[src/rtl/bus_fault_ctl.sv]
module bus_fault_ctl #(
  parameter int NCH = 4,
  parameter int CLK_MHZ = 50,
  parameter int FILT_US = 4,
  localparam int CW = (NCH > 1) ? $clog2(NCH) : 1,
  localparam int FILT = CLK_MHZ * FILT_US,
  localparam int FW = $clog2(FILT + 1)
) (
  input  logic           clk,
  input  logic           rst_n,
  input  logic           wr_en,
  input  logic [CW-1:0]  wr_ch,
  input  logic [7:0]     wr_data,
  input  logic [CW-1:0]  rd_ch,
  output logic [7:0]     rd_data,
  input  logic [NCH-1:0] therm_raw,
  input  logic           sw_therm_hi,
  input  logic           sw_therm_lo,
  input  logic [NCH-1:0] oc_flag,
  input  logic [NCH-1:0] sig_mode,
  input  logic           frame_end,
  output logic [NCH-1:0] drv_en,
  output logic           sw_hi_closed,
  output logic           sw_lo_closed,
  output logic [NCH-1:0] buf_rst,
  output logic [NCH-1:0] xfer_abort
);

  logic [NCH-1:0] en, ts, isdd, oc_prev;
  logic [NCH-1:0] en_n, ts_n, isdd_n, oc_prev_n;
  logic [NCH-1:0] oc_hit, oc_evt;
  logic [NCH+1:0] tl_raw, tl_evt;
  logic sw_hi, sw_lo, sw_hi_n, sw_lo_n, sw_ok, wr0;

  assign tl_raw = {sw_therm_lo, sw_therm_hi, therm_raw};

  for (genvar i = 0; i < NCH + 2; i++) begin : g_filt
    logic [FW-1:0] cnt;
    always_ff @(posedge clk or negedge rst_n)
      if (!rst_n) cnt <= '0;
      else if (!tl_raw[i]) cnt <= '0;
      else if (cnt != FW'(FILT)) cnt <= cnt + 1'b1;
    assign tl_evt[i] = tl_raw[i] && (cnt == FW'(FILT - 1));
  end

  assign oc_hit = {NCH{frame_end}} & sig_mode & oc_flag & en;
  assign oc_evt = oc_hit & oc_prev;
  assign wr0 = wr_en && (wr_ch == '0);

  always_comb begin
    en_n = en;
    ts_n = ts;
    isdd_n = isdd;
    oc_prev_n = oc_prev;
    for (int c = 0; c < NCH; c++) begin
      if (wr_en && wr_ch == CW'(c)) begin
        en_n[c] = wr_data[0];
        ts_n[c] = ts[c] & wr_data[7];
        isdd_n[c] = isdd[c] & wr_data[6];
      end
      if (frame_end) oc_prev_n[c] = oc_hit[c] & ~oc_prev[c];
      if (oc_evt[c]) begin
        isdd_n[c] = 1'b1;
        en_n[c] = 1'b0;
      end
      if (tl_evt[c]) begin
        ts_n[c] = 1'b1;
        en_n[c] = 1'b0;
      end
    end
    sw_ok = en_n[0] & ~ts_n[0] & ~isdd_n[0] & ~tl_evt[NCH] & ~tl_evt[NCH+1];
    sw_hi_n = (wr0 ? wr_data[2] : sw_hi) & sw_ok;
    sw_lo_n = (wr0 ? wr_data[1] : sw_lo) & sw_ok;
  end

  always_ff @(posedge clk or negedge rst_n)
    if (!rst_n) begin
      en <= '0;
      ts <= '0;
      isdd <= '0;
      oc_prev <= '0;
      sw_hi <= 1'b0;
      sw_lo <= 1'b0;
      buf_rst <= '0;
      xfer_abort <= '0;
    end else begin
      en <= en_n;
      ts <= ts_n;
      isdd <= isdd_n;
      oc_prev <= oc_prev_n;
      sw_hi <= sw_hi_n;
      sw_lo <= sw_lo_n;
      buf_rst <= tl_evt[NCH-1:0] | oc_evt;
      xfer_abort <= tl_evt[NCH-1:0] | oc_evt;
    end

  assign drv_en = en & ~ts & ~isdd;
  assign sw_hi_closed = sw_hi;
  assign sw_lo_closed = sw_lo;

  always_comb begin
    rd_data = '0;
    for (int c = 0; c < NCH; c++)
      if (rd_ch == CW'(c))
        rd_data = {ts[c], isdd[c], 3'b000, (c == 0) & sw_hi, (c == 0) & sw_lo, en[c]};
  end


  sw_guard_chk: assert property (@(posedge clk) disable iff (!rst_n)
    (sw_hi || sw_lo) |-> (en[0] && !ts[0] && !isdd[0]));

  for (genvar c = 0; c < NCH; c++) begin : g_chk

    ts_sticky_chk: assert property (@(posedge clk) disable iff (!rst_n)
      (ts[c] && !(wr_en && wr_ch == CW'(c) && !wr_data[7])) |=> ts[c]);

    ts_effect_chk: assert property (@(posedge clk) disable iff (!rst_n)
      $rose(ts[c]) |-> (!drv_en[c] && buf_rst[c] && xfer_abort[c]));

    isdd_cause_chk: assert property (@(posedge clk) disable iff (!rst_n)
      $rose(isdd[c]) |-> $past(frame_end && oc_flag[c] && sig_mode[c] && en[c]));

    pulse_off_chk: assert property (@(posedge clk) disable iff (!rst_n)
      buf_rst[c] |-> !en[c]);
  end

endmodule

[config.mk]
export PLATFORM = sky130hd
export DESIGN_NAME = bus_fault_ctl
export DESIGN_NICKNAME = d
export VERILOG_FILES = /design/src/rtl/bus_fault_ctl.sv
export SDC_FILE = /design/constraint.sdc
export NUM_CORES = 1
export LEC_CHECK = 0
export ABC_CLOCK_PERIOD_IN_PS = 4700
export BUFFER_PORTS_ARGS = -buffer_cell sky130_fd_sc_hd__buf_2
export CAP_MARGIN = 25
export CORE_UTILIZATION = 61
export CTS_BUF_LIST = sky130_fd_sc_hd__clkbuf_4 sky130_fd_sc_hd__clkbuf_8 sky130_fd_sc_hd__clkbuf_16
export CTS_CLUSTER_SIZE = 16
export DETAILED_ROUTE_END_ITERATION = 16
export GPL_TIMING_DRIVEN = 1
export HOLD_SLACK_MARGIN = 0.1
export PLACE_DENSITY_LB_ADDON = 0.25
export SYNTH_ARGS = -nofsm -noshare
export SYNTH_HDL_FRONTEND = slang
export SYNTH_SLANG_ARGS = --single-unit
[constraint.sdc]
create_clock -name clk -period 4.7 [get_ports clk]
set_clock_uncertainty 0.1 [all_clocks]
set_input_delay 0.47 -clock clk [delete_from_list [all_inputs] [get_ports clk]]
set_output_delay 0.47 -clock clk [all_outputs]
set_load 0.01 [all_outputs]
After elaboration in Yosys (flattened, before gate mapping)
Index checks and enable logic that the tools add are counted.
{"block": "totals", "regBits": 70, "elab_cells": 154, "output_inout_bits": 22}
{"block": "op_classes", "bitwise": 35, "n_addsub": 6, "eq_ne": 24, "n_mux": 46, "reduce_logical": 21}
{"cell": "two-way mux 8 bit", "n": 16}
{"cell": "adder 8 x 1 -> 8 bit, second input constant", "n": 6}
{"cell": "== test 8 bit, second input constant", "n": 6}
{"cell": "!= test 8 bit, second input constant", "n": 6}
{"cell": "two-way mux 1 bit", "n": 30}
{"cell": "bitwise AND 4 bit", "n": 6}
{"cell": "bitwise AND 1 bit", "n": 18}
{"cell": "!= test 2 x 1 -> 1 bit, second input constant", "n": 6}
{"cell": "nonzero test 2 bit", "n": 6}
{"cell": "logical AND 1 bit", "n": 10}
{"cell": "nonzero test 3 bit", "n": 3}
{"cell": "== test 2 bit, second input constant", "n": 4}
{"cell": "NOT 1 bit", "n": 8}
{"cell": "NOT 4 bit", "n": 2}
{"cell": "== test 2 x 1 -> 1 bit, second input constant", "n": 2}
{"cell": "logical NOT 2 bit", "n": 2}
{"cell": "OR 4 bit", "n": 1}

Depth between registers and ports, before layout
{"block": "depth", "depth_word": 11, "ltp_mapped": 5, "mapped_depth_nobuf": 5}

Worst setup path before layout
Ideal clock, no wire load.
{"block": "synth_timing", "path_kind": "input-to-reg", "startpoint": "input wr_ch[1]", "endpoint": "register sw_hi, in the netlist sw_hi_closed", "arrival_ns": 1.561, "slack_ns": 2.967, "required_time_ns": 4.528, "path_stages": 4, "cell_sequence": "or4b_4 > a222oi_1 > nand4bb_1 > nor2_1"}
{"block": "synth_via", "elab_chain_cells": 10, "word_cells_on_any_way": 17}
{"item": "from (decl)", "line": "12", "text": "input logic [CW-1:0] wr_ch,"}
{"item": "logical NOT 2 bit (*)", "line": "48, 56"}
{"item": "logical AND 1 bit (*)", "line": "48, 56"}
{"item": "two-way mux 1 bit", "line": "56", "text": "if (wr_en && wr_ch == CW'(c)) begin"}
{"item": "two-way mux 1 bit, on equally long branches", "line": "62, 66"}
{"item": "two-way mux 1 bit or NOT 1 bit (tied branches)", "line": "66, 71"}
{"item": "bitwise AND 1 bit (4 in a row)", "line": "71", "text": "sw_ok = en_n[0] & ~ts_n[0] & ~isdd_n[0] & ~tl_evt[NCH] & ~tl_evt[NCH+1];"}
{"item": "bitwise AND 1 bit (*)", "line": "72", "text": "sw_hi_n = (wr0 ? wr_data[2] : sw_hi) & sw_ok;"}
{"item": "net sw_hi_n", "line": "33", "text": "logic sw_hi, sw_lo, sw_hi_n, sw_lo_n, sw_ok, wr0;"}
{"item": "to (signal assigned)", "line": "91", "text": "sw_hi <= sw_hi_n;"}
{"item": "to (decl)", "line": "33"}
Mark *: on every way through the listed nets, which the timed path passes. The rest lies on a longest branch.
A chain may end at the register's enable or synchronous reset.

Worst setup path in the final report
{"block": "layout_timing", "startpoint": "register isdd[0]", "endpoint": "output rd_data[6]"}
{"block": "layout_via", "elab_chain_cells": 4}
{"item": "from (decl)", "line": "29", "text": "logic [NCH-1:0] en, ts, isdd, oc_prev;"}
{"item": "from (signal assigned)", "line": "89", "text": "isdd <= isdd_n;"}
{"item": "two-way mux 8 bit (4 in a row)", "line": "104", "text": "if (rd_ch == CW'(c))"}
{"item": "to (decl)", "line": "15", "text": "output logic [7:0] rd_data,"}
Every way passes these cells.

==> key figures <==
Run status
  – Run status: finished, final reports clean

Clocking
  – Clk Latency, worst-skew pair: 0.34 ns
  – Clock buffer count from CTS: 9
  – CTS tree: built
  – H-tree lvl count: 3
  – Clock root buffer: sky130_fd_sc_hd__clkbuf_8
  – Reg clk slew, reported paths: 0.07 ns
  – Post-CTS Repair Setup Buffers: 0
  – Hold bufs inserted after CTS: 0
  – Number of resized instances in the post-cts repair step: 0
  – Clock net sink count: 70
  – Clock tree buffer depth: 2

Power and ir drop
  – Sequential share of power: 52.2%
  – Sw frac: 24.6%
  – Leak pwr: 2.09 nW
  – PD cells: 311 mW/mm²
  – Power Total: 1.27 mW
  – Worst-case vdd ir drop: 0.199 mV
  – Fraction of power consumed by the clock network: 36.8%
  – Net Switching: 0.311 mW
  – Internal power component: 0.955 mW
  – Combinational power share: 11.0%

Die
  – Horizontal extent of the die: 78.9 µm
  – Starting utilization of the core area: 64.3%
  – IO Count: 52
  – Die ar.: 0.00622 mm²
  – Total number of placement rows: 27
  – Core Footprint: 0.00561 mm²
  – Die Height: 78.9 µm

Layout
  – Number of nets in the finished design: 417
  – Share of layout cells above drive strength 1: 18.9%
  – Antenna cells: 0
  – Most common library cell in the layout ignoring fill and taps: sky130_fd_sc_hd__dfrtp_1
  – Most frequent cells in the layout: 70 x sky130_fd_sc_hd__dfrtp_1, 45 x sky130_fd_sc_hd__buf_2, 36 x sky130_fd_sc_hd__and2_1
  – Area overhead of the layout relative to synthesis: 13.0%
  – Final instance count without filler cells: 452

Routing
  – Number of antenna-violating nets in the routed design: 0
  – Violation count after the first detailed-route iteration: 135
  – Number of search-and-repair iterations in the first detailed-routing pass: 7
  – Detailed-route vias per instance: 5.54
  – Vias: 2504
  – Avg WL per Cell: 15.2 µm
  – Total routed wirelength: 6860 µm
  – Drc violations: 0

Critical path
  – Type of element capturing the critical path: primary output
  – Worst setup path category: flip-flop to primary output
  – Critical Path Start Type: flip-flop
  – Slowest stage cell on the critical path: sky130_fd_sc_hd__mux4_2
  – Worst R2R Setup Slack: 2.98 ns
  – Data required time at the worst endpoint: 4.13 ns
  – Crit-path max cell delay: 0.50 ns
  – Critical Path Fanout Max: 4
  – Crit-path cells: mux4_2, buf_2
  – Data arrival time of the worst path: 1.42 ns
  – R2r worst-path depth: 4

Synth
  – Fraction of the yosys area taken by sequential cells: 48.6%
  – Library cells used by synthesis: 32
  – Mean instance size in the synthesized netlist: 11.1 µm²
  – Gate count after technology mapping: 324
  – Number of warnings issued by yosys: 0
  – Combined area of all synthesized cells: 0.00360 mm²
  – #FFs+latches synth: 70

Placement
  – Placer Congestion: 0.835
  – Pre-CTS worst setup slack: 2.67 ns
  – Cell total after placement: 436
  – Post-detail-place hpwl: 4950 µm
  – Port buffer count: 45

GRT
  – Global-route usage over all layers: 24.6%
  – Leftover overflow at the end of global routing: 0
  – Via count of the first global-routing pass: 2549
  – Largest net degree at the start of global routing: 37
  – First-pass GRT wire length: 11600 µm
  – Number of antenna violations at the first check in global routing: 0

Timing
  – Unrepaired setup endpoints after global routing: false
  – Slew margin rel.: 48.5%
  – Actual transition at the worst max-transition pin: 0.772 ns
  – Final setup fails: 0
  – Final Hold Slack: 0.100 ns
  – Post-layout minimum cycle time: 1.99 ns
  – Number of slew-limit violations in the final report: 0
  – Fin crit share: 42.3%
  – Achievable Freq: 503 MHz
  – Final Worst Setup Slack: 2.71 ns
  – Final total negative setup slack: 0 ns
  – Count of final hold-check violations: 0

Min path
  – Class of the worst hold path: input pin to async pin

Flow run
  – Max-capacitance violation count: 0
final timing paths:
| path | startpoint | endpoint |
|---|---|---|
| setup / recovery | isdd[0]$_DFF_PN0_ | rd_data[6] |
| hold / removal | rst_n | g_filt[0].cnt[4]$_DFFE_PN0P_ |
| setup reg to reg | g_filt[2].cnt[4]$_DFFE_PN0P_ | g_filt[2].cnt[2]$_DFFE_PN0P_ |
| hold reg to reg | oc_prev[3]$_DFFE_PN0P_ | isdd[3]$_DFFE_PN0P_ |
| max in group asynchronous | rst_n | g_filt[1].cnt[5]$_DFFE_PN0P_ |
| min in group clk | wr_data[2] | sw_hi_closed$_DFF_PN0_ |
power groups by stage:
stage / combinational [mW] / sequential (mW) / clock [mW]
2_1_floorplan: 0.0817 / 0.663 / 0
3_3_place_gp: 0.134 / 0.670 / 0
3_5_place_dp: 0.140 / 0.672 / 0
4_1_cts: 0.141 / 0.661 / 0.476
5_1_grt: 0.157 / 0.666 / 0.498
6_report: 0.139 / 0.661 / 0.466
routing by layer:
layer | part of all wire, % | track usage (%) | wire length (µm) | vias to the layer above
li1 | - | - | - | 1212
met1 | 46 | 31.3 | 3120 | 1230
met2 | 49 | 40.2 | 3340 | 54
met3 | 4.4 | 6.90 | 303 | 8
met4 | 1.3 | 9.09 | 91 | 0
met5 | 0 | 0 | 0 | -
cell families (layout without fill, tap and decap cells):
kind of cell	Yosys count	count (layout)	synth area share (%)
flops	70	70	48.6
simple gates	148	148	26.0
buf+inv	22	76	3.02
xor+xnor	37	37	8.99
other cells	1	3	0.104
mux	18	18	6.15
fa+ha+maj	12	12	4.17
compound gates	16	16	2.95
sequential cells by signal, summed over array words and instances, names as in the netlist:
name          count
sw_hi_closed      1
sw_lo_closed      1
g_filt.cnt       48
ts                4
xfer_abort        4
isdd              4
oc_prev           4
en                4
through the flow:
| step | area [µm²] | util [%] |
|---|---|---|
| 2_1_floorplan | 3610 | - |
| 3_3_place_gp | 3880 | 69.1 |
| 3_5_place_dp | 3880 | 69.1 |
| 4_1_cts | 4070 | 72.6 |
| 5_1_grt | 4070 | 72.6 |
| 6_report | 4070 | 72.6 |
worst max-delay path, delay by kind of cell (launching register included):
kind	cells	cell delay [ns]
buffers and inverters	1	0.16
DFF	1	0.43
muxes	1	0.50
Yosys cell counts (all sizes together):
cell type,count,share of area (%)
xnor2,30,7.3
nor3b,11,2.3
nor4bb,5,1.4
mux2,3,0.94
nand4bb,1,0.31
a22o,2,0.52
a222oi,1,0.28
and3,12,2.1
clkbuf,1,0.10
inv,14,1.5
nand4,3,0.52
or3b,1,0.24
buf,7,1.5
mux4,3,1.9
o21ai,8,1.1
nand3,25,3.5
o21a,5,1.0
conb,1,0.10
xor2,7,1.7
or4b,1,0.38
nor2b,14,2.4
dfrtp,70,49
ha,12,4.2
nor2,7,0.73
and2,36,6.3
mux2i,12,3.3
and4bb,1,0.35
and4b,9,2.5
nand2,16,1.7
and4,4,0.97
nand3b,2,0.42
area by class of cell:
class / count / area (µm²)
clock buffers: 16 / 195
fillers: 420 / 1540
inverters: 14 / 52.6
multi-input cells: 234 / 1750
flip-flops and latches: 70 / 1750
well taps: 72 / 90.1
repair buffers: 46 / 233
No activity file was read; power rests on OpenSTA's default activity.
